===== src/rtl/ct_pkg.sv =====
`timescale 1ns/1ps
package ct_pkg;
  localparam int DATA_W  = 8;
  localparam int CNT_W   = 16;
  localparam int ADDR_W  = 4;
  localparam int PRESC_W = 4;

  typedef enum logic [1:0] {
    EDGE_FALL   = 2'b00,
    EDGE_RISE   = 2'b01,
    EDGE_RISE4  = 2'b10,
    EDGE_RISE16 = 2'b11
  } edge_sel_e;

  localparam logic [ADDR_W-1:0] A_CTRL   = 4'd0;
  localparam logic [ADDR_W-1:0] A_REG1_L = 4'd1;
  localparam logic [ADDR_W-1:0] A_REG1_H = 4'd2;
  localparam logic [ADDR_W-1:0] A_CAP2_L = 4'd3;
  localparam logic [ADDR_W-1:0] A_CAP2_H = 4'd4;
  localparam logic [ADDR_W-1:0] A_STAT   = 4'd5;
  localparam logic [ADDR_W-1:0] A_IEN    = 4'd6;
  localparam logic [ADDR_W-1:0] A_CNT_L  = 4'd7;
  localparam logic [ADDR_W-1:0] A_CNT_H  = 4'd8;

  typedef struct packed {
    logic [1:0] edge_sel;
    logic       cap1_mode;
    logic       ext_sel;
    logic       run;
  } ctrl_t;

  // Counter step: restart at zero on reaching the limit.
  function automatic logic [CNT_W-1:0] count_next(input logic [CNT_W-1:0] cnt,
                                                  input logic [CNT_W-1:0] limit);
    if (cnt == limit) return '0;
    return cnt + 1'b1;
  endfunction

  // Capture event decision from the edge pulses and the prescaler state
  // before the current rising edge is counted.
  function automatic logic event_hit(input edge_sel_e sel, input logic rise,
                                     input logic fall, input logic [PRESC_W-1:0] pc);
    case (sel)
      EDGE_FALL:   return fall;
      EDGE_RISE:   return rise;
      EDGE_RISE4:  return rise && (pc[1:0] == 2'b11);
      default:     return rise && (pc == {PRESC_W{1'b1}});
    endcase
  endfunction
endpackage


===== src/rtl/ct_sync_edge.sv =====
`timescale 1ns/1ps
module ct_sync_edge #(
  parameter int STAGES = 2
) (
  input  logic clk,
  input  logic rst_n,
  input  logic pin,
  output logic level,
  output logic rise,
  output logic fall
);
  logic [STAGES-1:0] shreg;
  logic              prev;

  always_ff @(posedge clk or negedge rst_n) begin
    if (!rst_n) begin
      shreg <= '0;
      prev  <= 1'b0;
    end else begin
      shreg <= {shreg[STAGES-2:0], pin};
      prev  <= shreg[STAGES-1];
    end
  end

  assign level = shreg[STAGES-1];
  assign rise  = level & ~prev;
  assign fall  = ~level & prev;
endmodule


===== src/rtl/ct_event_sel.sv =====
`timescale 1ns/1ps
module ct_event_sel
  import ct_pkg::*;
(
  input  logic      clk,
  input  logic      rst_n,
  input  logic      rise,
  input  logic      fall,
  input  edge_sel_e sel,
  output logic      evt
);
  logic [PRESC_W-1:0] pcount;

  // Counts every rising edge; only reset clears it.
  always_ff @(posedge clk or negedge rst_n) begin
    if (!rst_n)    pcount <= '0;
    else if (rise) pcount <= pcount + 1'b1;
  end

  assign evt = event_hit(sel, rise, fall, pcount);
endmodule


===== src/rtl/ct_timer.sv =====
`timescale 1ns/1ps
module ct_timer
  import ct_pkg::*;
#(
  parameter int W     = CNT_W,
  parameter int DIV_W = 2
) (
  input  logic          clk,
  input  logic          rst_n,
  input  logic          run,
  input  logic          ext_sel,
  input  logic          ext_rise,
  input  logic          use_period,
  input  logic [W-1:0]  period,
  input  logic          ld_lo,
  input  logic          ld_hi,
  input  logic [DATA_W-1:0] ld_byte,
  output logic [W-1:0]  count,
  output logic          tick,
  output logic          wrap
);
  logic [DIV_W-1:0] div;
  logic [W-1:0]     limit;

  always_ff @(posedge clk or negedge rst_n) begin
    if (!rst_n) div <= '0;
    else        div <= div + 1'b1;
  end

  assign tick  = run & (ext_sel ? ext_rise : (&div));
  assign limit = use_period ? period : {W{1'b1}};
  assign wrap  = tick & (count == limit);

  always_ff @(posedge clk or negedge rst_n) begin
    if (!rst_n) begin
      count <= '0;
    end else if (ld_lo || ld_hi) begin
      if (ld_lo) count[DATA_W-1:0] <= ld_byte;
      if (ld_hi) count[W-1:DATA_W] <= ld_byte;
    end else if (tick) begin
      count <= count_next(count, limit);
    end
  end
endmodule


===== src/rtl/cap_timer.sv =====
`timescale 1ns/1ps
module cap_timer
  import ct_pkg::*;
#(
  parameter int SYNC_STAGES = 2,
  parameter int DIV_W       = 2
) (
  input  logic              clk,
  input  logic              rst_n,
  input  logic [ADDR_W-1:0] bus_addr,
  input  logic [DATA_W-1:0] bus_wdata,
  input  logic              bus_wr,
  input  logic              bus_rd,
  output logic [DATA_W-1:0] bus_rdata,
  input  logic              tclk_pin,
  input  logic              cap_pin,
  output logic              irq_tmr,
  output logic              irq_cap1,
  output logic              irq_cap2
);
  localparam int NPIN = 2;
  localparam int NIRQ = 3;

  ctrl_t             ctrl_q;
  logic [NIRQ-1:0]   ien_q;
  logic              tmr_flag, cap1_flag, cap2_flag;
  logic              ovf_master, ovf_slave;
  logic [CNT_W-1:0]  reg1_q, cap2_q, count;
  logic              unread, seen_lo, seen_hi;

  // Pin conditioning: index 0 = capture pin, index 1 = count clock pin.
  logic [NPIN-1:0] pins, pin_lvl, pin_rise, pin_fall;
  assign pins = {tclk_pin, cap_pin};

  for (genvar g = 0; g < NPIN; g++) begin : g_sync
    ct_sync_edge #(.STAGES(SYNC_STAGES)) u_sync (
      .clk(clk), .rst_n(rst_n), .pin(pins[g]),
      .level(pin_lvl[g]), .rise(pin_rise[g]), .fall(pin_fall[g])
    );
  end

  logic cap_rise;
  assign cap_rise = pin_rise[0];

  // Bus decode
  logic wr_ctrl, wr_r1l, wr_r1h, wr_stat, wr_ien, wr_cl, wr_ch, load_any;
  logic rd_lo_now, rd_hi_now;
  assign wr_ctrl  = bus_wr && (bus_addr == A_CTRL);
  assign wr_r1l   = bus_wr && (bus_addr == A_REG1_L);
  assign wr_r1h   = bus_wr && (bus_addr == A_REG1_H);
  assign wr_stat  = bus_wr && (bus_addr == A_STAT);
  assign wr_ien   = bus_wr && (bus_addr == A_IEN);
  assign wr_cl    = bus_wr && (bus_addr == A_CNT_L);
  assign wr_ch    = bus_wr && (bus_addr == A_CNT_H);
  assign load_any = wr_cl | wr_ch;
  assign rd_lo_now = bus_rd && (bus_addr == A_CAP2_L);
  assign rd_hi_now = bus_rd && (bus_addr == A_CAP2_H);

  logic clr_tmr, clr_cap1, clr_cap2;
  assign clr_tmr  = wr_stat & bus_wdata[0];
  assign clr_cap1 = wr_stat & bus_wdata[1];
  assign clr_cap2 = wr_stat & bus_wdata[2];

  // Counter
  logic tmr_tick, tmr_wrap;
  ct_timer #(.W(CNT_W), .DIV_W(DIV_W)) u_timer (
    .clk(clk), .rst_n(rst_n), .run(ctrl_q.run), .ext_sel(ctrl_q.ext_sel),
    .ext_rise(pin_rise[1]), .use_period(~ctrl_q.cap1_mode), .period(reg1_q),
    .ld_lo(wr_cl), .ld_hi(wr_ch), .ld_byte(bus_wdata),
    .count(count), .tick(tmr_tick), .wrap(tmr_wrap)
  );

  // Capture event
  logic cap_event;
  ct_event_sel u_evt (
    .clk(clk), .rst_n(rst_n), .rise(cap_rise), .fall(pin_fall[0]),
    .sel(edge_sel_e'(ctrl_q.edge_sel)), .evt(cap_event)
  );

  // Capture channel 2 protection
  logic promote, cap_take, cap_blocked, cap1_take;
  assign promote     = unread & (seen_lo | rd_lo_now) & (seen_hi | rd_hi_now);
  assign cap_take    = cap_event & (~unread | promote);
  assign cap_blocked = cap_event & unread & ~promote;
  assign cap1_take   = cap_event & ctrl_q.cap1_mode;

  always_ff @(posedge clk or negedge rst_n) begin
    if (!rst_n) begin
      cap2_q     <= '0;
      unread     <= 1'b0;
      seen_lo    <= 1'b0;
      seen_hi    <= 1'b0;
      ovf_master <= 1'b0;
      ovf_slave  <= 1'b0;
    end else begin
      if (promote) begin
        ovf_slave  <= ovf_master;
        ovf_master <= 1'b0;
        unread     <= 1'b0;
        seen_lo    <= 1'b0;
        seen_hi    <= 1'b0;
      end else if (unread) begin
        seen_lo <= seen_lo | rd_lo_now;
        seen_hi <= seen_hi | rd_hi_now;
      end
      if (cap_take) begin
        cap2_q <= count;
        unread <= 1'b1;
      end
      if (cap_blocked) ovf_master <= 1'b1;
    end
  end

  // Control, enable, first register
  always_ff @(posedge clk or negedge rst_n) begin
    if (!rst_n) begin
      ctrl_q <= '0;
      ien_q  <= '0;
      reg1_q <= {CNT_W{1'b1}};
    end else begin
      if (wr_ctrl) ctrl_q <= ctrl_t'(bus_wdata[4:0]);
      if (wr_ien)  ien_q  <= bus_wdata[NIRQ-1:0];
      if (cap1_take) begin
        reg1_q <= count;
      end else begin
        if (wr_r1l) reg1_q[DATA_W-1:0]     <= bus_wdata;
        if (wr_r1h) reg1_q[CNT_W-1:DATA_W] <= bus_wdata;
      end
    end
  end

  // Sticky flags: hardware set wins over software clear.
  always_ff @(posedge clk or negedge rst_n) begin
    if (!rst_n) begin
      tmr_flag  <= 1'b0;
      cap1_flag <= 1'b0;
      cap2_flag <= 1'b0;
    end else begin
      if (tmr_wrap)      tmr_flag <= 1'b1;
      else if (clr_tmr)  tmr_flag <= 1'b0;
      if (cap1_take)     cap1_flag <= 1'b1;
      else if (clr_cap1) cap1_flag <= 1'b0;
      if (cap_take)      cap2_flag <= 1'b1;
      else if (clr_cap2) cap2_flag <= 1'b0;
    end
  end

  assign irq_tmr  = tmr_flag  & ien_q[0];
  assign irq_cap1 = cap1_flag & ien_q[1];
  assign irq_cap2 = cap2_flag & ien_q[2];

  always_comb begin
    bus_rdata = '0;
    case (bus_addr)
      A_CTRL:   bus_rdata = {3'b000, ctrl_q};
      A_REG1_L: bus_rdata = reg1_q[DATA_W-1:0];
      A_REG1_H: bus_rdata = reg1_q[CNT_W-1:DATA_W];
      A_CAP2_L: bus_rdata = cap2_q[DATA_W-1:0];
      A_CAP2_H: bus_rdata = cap2_q[CNT_W-1:DATA_W];
      A_STAT:   bus_rdata = {4'b0000, ovf_slave, cap2_flag, cap1_flag, tmr_flag};
      A_IEN:    bus_rdata = {5'b00000, ien_q};
      A_CNT_L:  bus_rdata = count[DATA_W-1:0];
      A_CNT_H:  bus_rdata = count[CNT_W-1:DATA_W];
      default:  bus_rdata = '0;
    endcase
  end
endmodule


===== config.mk =====
export PLATFORM = sky130hd
export DESIGN_NAME = cap_timer
export DESIGN_NICKNAME = d
export VERILOG_FILES = /design/src/rtl/ct_pkg.sv /design/src/rtl/ct_sync_edge.sv /design/src/rtl/ct_event_sel.sv /design/src/rtl/ct_timer.sv /design/src/rtl/cap_timer.sv
export SDC_FILE = /design/constraint.sdc
export NUM_CORES = 1
export LEC_CHECK = 0
export CORE_MARGIN = 2
export CORE_UTILIZATION = 65
export DETAILED_ROUTE_END_ITERATION = 7
export DONT_BUFFER_PORTS = 1
export GPL_ROUTABILITY_DRIVEN = 1
export PLACE_DENSITY = 0.89
export SLEW_MARGIN = 0
export SYNTH_ARGS = -nofsm -noshare
export SYNTH_HDL_FRONTEND = slang
export SYNTH_SLANG_ARGS = --single-unit

===== constraint.sdc =====
create_clock -name clk -period 5.76 [get_ports clk]
set_input_delay 0 -clock clk [delete_from_list [all_inputs] [get_ports clk]]
set_output_delay 0 -clock clk [all_outputs]
set_load 0.05 [all_outputs]

# Word level (Yosys, flattened, before mapping)
# Index checks and enable logic that the tools add are counted.
# word_totals
register_bits	76
latchBits	0
ramBits	0
rom_bits	0
output_inout_bits	11
memories	0
# op_classes
add_sub_neg	3
multipliers	0
div	0
magnitude_cmp	0
eq_ne	15
shifts	0
mux	29
bitwise_logic	25
reduce_logical	26
# op_table
cell	count
$mux 16	6
$pmux 8 s9	1
$mux 8	4
$reduce_bool 2->1	9
$and 1x1->1	17
$mux 1	17
$add 16x1->16 const B	1
$eq 16x16->1	1
$eq 4x3->1 const B	4
$logic_and 1x1->1	11
$eq 4x2->1 const B	2
$eq 4x4->1 const B	2
$reduce_and 2->1	3
$not 1->1	5
$add 4x1->4 const B	1
$eq 2x2->1 const B	2
$eq 4x1->1 const B	1
$logic_not 4->1	1
$ne 2x1->1 const B	2
$or 1x1->1	3
$pmux 1 s3	1
$add 2x1->2 const B	1
$eq 2x1->1 const B	1
$logic_not 2->1	1
$logic_or 1x1->1	1

# Depth between registers and ports, before layout
# logic_depth
word_depth	9
mapped_depth	9

# Hierarchy
# Synthesis repeated with hierarchy kept, for this count alone.
# hier_totals
cells_unflattened	444
hier_area_um2	4575.6
# modules_own_cells
mod	n_inst	cells_per_inst	area_per_inst_um2	seq_area_each_um2
cap_timer	1	245	2701.3	1221.2
ct_timer	1	173	1500.2	450.4
ct_event_sel	1	16	193.9	100.1
ct_sync_edge	2	5	90.1	75.1

# Least setup slack after synthesis
# No wires, ideal clock.
# synth_timing
kind	register to output
startpoint	register reg1_q[6]
endpoint	output bus_rdata[6]
arrival_ns	2.018
slack_ns	3.742
stages_incl_launch_ff	4
cell_sequence	dfstp_2 -> mux2_2 -> a221oi_1 -> o32ai_1
# synth_via
elab_chain_len	1
# synth_lines
item	line_no	source
from (decl)	cap_timer.sv:28	logic [CNT_W-1:0] reg1_q, cap2_q, count;
from (signal assigned)	cap_timer.sv:119	reg1_q <= {CNT_W{1'b1}};
from (signal assigned)	cap_timer.sv:124	reg1_q <= count;
from (signal, indexed assignment)	cap_timer.sv:126	if (wr_r1l) reg1_q[DATA_W-1:0] <= bus_wdata;
$pmux 8 s9	cap_timer.sv:154	case (bus_addr)
to (decl)	cap_timer.sv:14	output logic [DATA_W-1:0] bus_rdata,
# Every way passes these cells.

# Final worst setup path
# layout_timing
startpoint	register ctrl_q[2] (netlist name)
endpoint	register u_timer.count[6]
# layout_via
elab_chain_len	8
# layout_lines
item	line_no	source
from (decl)	cap_timer.sv:24	ctrl_t ctrl_q;
from (signal assigned)	cap_timer.sv:121	if (wr_ctrl) ctrl_q <= ctrl_t'(bus_wdata[4:0]);
$mux 16	ct_timer.sv:31	assign limit = use_period ? period : {W{1'b1}};
$eq 16x16->1	ct_pkg.sv:35	if (cnt == limit) return '0;
$mux 1	ct_pkg.sv:35	
$mux 1	ct_timer.sv:40	end else if (tick) begin
$mux 1	ct_timer.sv:37	end else if (ld_lo || ld_hi) begin
$mux 16	ct_pkg.sv:36	return cnt + 1'b1;
$mux 16	ct_timer.sv:40	
$mux 16	ct_timer.sv:37	
to (signal, indexed assignment)	ct_timer.sv:38	if (ld_lo) count[DATA_W-1:0] <= ld_byte;
to (signal, indexed assignment)	ct_timer.sv:39	if (ld_hi) count[W-1:DATA_W] <= ld_byte;
to (signal assigned)	ct_timer.sv:41	count <= count_next(count, limit);
to (decl)	ct_timer.sv:18	output logic [W-1:0] count,
# Every way passes these cells. The select of a mux whose other input is x is not followed.
# A chain may end at the register's enable or synchronous reset.

==> flow_metrics.env <==
export IMPL_drive_gt1_share_pct=18.30
export IMPL_grt_use_met1_pct=41.53
export IMPL_syn_area_mm2=0.004892
export IMPL_synthMuxAreaShare_pct=13.22
export IMPL_gr_usage_met3_pct=4.758
export IMPL_ir_worst_vdd_v=0.0002651
export IMPL_grt_pass1_vias=3831
export IMPL_gr_usage_all_layers_pct=31.19
export IMPL_area_delta_synth_final_pct=3.836
export IMPL_clock_sinks=76
export IMPL_syn_area_per_cell_um2=10.21
export IMPL_cts_hold_buffers=16
export IMPL_cts_made_buffers=9
export IMPL_ys_types=74
export IMPL_cp_end_kind="flip-flop"
export IMPL_tns_ns=0
export IMPL_antenna_found_initial=0
export IMPL_multi_input_area_mm2=0.002600
export IMPL_die_y_um=90.76
export IMPL_worstSetupStartpointType="flip-flop"
export IMPL_dpl_hpwl_um=7987
export IMPL_die_x_um=90.76
export IMPL_insertedDiodeCount=0
export IMPL_finalCriticalPeriod_ns=3.157
export IMPL_tightest_slew_ns=1.277
export IMPL_fin_crit_sh_pct=54.81
export IMPL_wl_per_cell_um=21.50
export IMPL_met2_usage_pct=49.69
export IMPL_hold_slack_ns=0.007513
export IMPL_clockRootBuffer="clkbuf_8"
export IMPL_place_congestion=0.9044
export IMPL_drc=0
export IMPL_p_per_area_mw_per_mm2=503.8
export IMPL_dr_total_vias=4003
export IMPL_synth_simple_area_share_pct=16.42
export IMPL_hold_viol_final=0
export IMPL_status="finished clean"
export IMPL_clock_skew_ns=0.01363
export IMPL_setup_viol=0
export IMPL_required_ns=6.01
export IMPL_synth_cells=479
export IMPL_postRouteAntennaNets=0
export IMPL_synth_warnings=0
export IMPL_synthXorXnorAreaFrac_pct=3.939
export IMPL_grt_max_degree=77
export IMPL_final_util_pct=70.04
export IMPL_max_cap_violations=0
export IMPL_worstPathArrival_ns=3.41
export IMPL_synth_edf_count=0
export IMPL_p_leak_nw=2.159
export IMPL_final_area_mm2=0.005080
export IMPL_ys_ff_latch=76
export IMPL_cts_tree="done"
export IMPL_die_area_mm2=0.008236
export IMPL_post_cts_resized=0
export IMPL_relSlewSlack_pct=14.87
export IMPL_async_flop_share_pct=100.0
export IMPL_dp_cells=537
export IMPL_slew_violations=0
export IMPL_ys_flop_type="dfrtp_1"
export IMPL_postPlaceCellArea_mm2=0.004676
export IMPL_drtIter0Drc=421
export IMPL_critPathKind="flip-flop to flip-flop"
export IMPL_synthAdderAreaFrac_pct=0.7673
export IMPL_clock_latency_ns=0.37
export IMPL_top_usage_layer="met2"
export IMPL_cp_max_fo=27
export IMPL_fill_cells=535
export IMPL_h_tree_depth=3
export IMPL_num_rows=31
export IMPL_yosysSeqAreaShare_pct=39.28
export IMPL_viasPerCell=7.035
export IMPL_synth_top_family_by_area="compound AO/OA/AOI/OAI gates"
export IMPL_rsz0062_at_grt="no"
export IMPL_post_cts_buffers=0
export IMPL_cts_buffer_depth=2
export IMPL_min_path_type="input pin to flip-flop"
export IMPL_grt_overflow=0
export IMPL_nets=486
export IMPL_grt_first_pass_wirelength_um=20220
export IMPL_stdcell_count=569
export IMPL_wl_um=12240
export IMPL_start_util_pct=67.45
export IMPL_regArea_mm2=0.001922
export IMPL_portBuffers=0
export IMPL_synth_compound_area_share_pct=18.57
export IMPL_fmax_ghz=0.3167
export IMPL_top_level_ports=29
export IMPL_synth_nets=500
export IMPL_clk_pin_slew_ns=0.09
export IMPL_dr_pass1_iters=5
export IMPL_core_area_mm2=0.007253
-- final timing paths --
| path | start | endpoint | slack (ns) | cells after the start |
|---|---|---|---|---|
| worst min register to register | g_sync[0].u_sync.shreg[0] | g_sync[0].u_sync.shreg[1] | 0.35 | 0 |
| max in group asynchronous | rst_n | reg1_q[0] | 5.22 | 2 |
| min in group asynchronous | rst_n | cap2_q[15] | 0.18 | 2 |
| worst max register to register | ctrl_q[2] | u_timer.count[6] | 2.60 | 6 |
| worst max-delay path | ctrl_q[2] | u_timer.count[6] | 2.60 | 6 |
| worst min-delay path | bus_addr[0] | seen_hi | 0.008 | 3 |
-- critical path, stage by stage (launching register included) --
cell	delay (ns)
dfrtp_1	0.70
nor4b_2	0.37
a22oi_1	0.14
a222oi_1	0.40
and4_1	0.67
o31ai_1	0.17
dlygate4sd3_1	0.59
-- synth_stat cells (12+ instances only) --
master   number  share of area [%]
dfstp_2      16                8.6
mux2_2       19                4.4
nor2_1       40                3.1
mux2i_1      23                4.7
a21oi_1      21                2.1
o21ai_0      12                1.2
xnor2_1      13                2.3
a22oi_1      12                1.8
dfrtp_1      60                 31
nand2_1      32                2.5
nand3_1      14                1.4
nor3_1       13                1.3
-- area by class of cell --
cell class	count	share of cell area (%)
tap	99	2.438
inverter	8	0.5911
clock buffer	11	2.783
multi-input combinational	354	51.18
timing repair buffer	16	3.498
clock inverter	5	1.675
sequential	76	37.83
-- cell families after synthesis --
group                    after synthesis
AO/OA/AOI/OAI                        125
XOR/XNOR                              22
adder cells (fa/ha/maj)                3
buffers and inverters                 49
flip-flops                            76
multiplexers                          54
AND/OR/NAND/NOR                      150
-- cells in the final DEF, fill, tap and decap left out, types with 13 or more instances in the layout --
master / count
nor3_1: 13
nand3_1: 14
dfstp_2: 16
a21oi_1: 21
mux2_2: 19
mux2i_1: 23
nor2_1: 40
dlygate4sd3_1: 15
nand2_1: 32
xnor2_1: 13
dfrtp_1: 60
-- metal layers --
layer / wire length, um / vias to the layer above
met5: 0 / -
met4: 406 / 0
met3: 906 / 45
met2: 5971 / 219
met1: 4953 / 1983
li1: - / 1756
-- power by group --
group	internal [mW]	switching [mW]	leakage [nW]	total, mW
Sequential	0.773	0.326	0.829	1.10
Clock	0.257	0.212	0.110	0.469
Combinational	0.502	0.489	1.22	0.991
Total	1.53	1.03	2.16	2.56
-- flip-flops by register name, indices dropped and copies added, names as in the netlist, 2 cells and up --
signal / flops
u_evt.pcount: 4
ien_q: 3
reg1_q: 16
ctrl_q: 5
cap2_q: 16
u_timer.count: 16
g_sync.u_sync.shreg: 4
u_timer.div: 2
g_sync.u_sync.prev: 2
-- per-stage QoR --
stage | power (mW) | worst slack [ns]
after CTS | 2.536 | 2.687
after global placement | 1.963 | 3.335
final | 2.559 | 2.603
after global routing | 2.710 | 2.378
after detailed placement | 2.037 | 3.164
after floorplan | 1.913 | 3.742
Note: power is estimated with default switching activity, not from simulation.
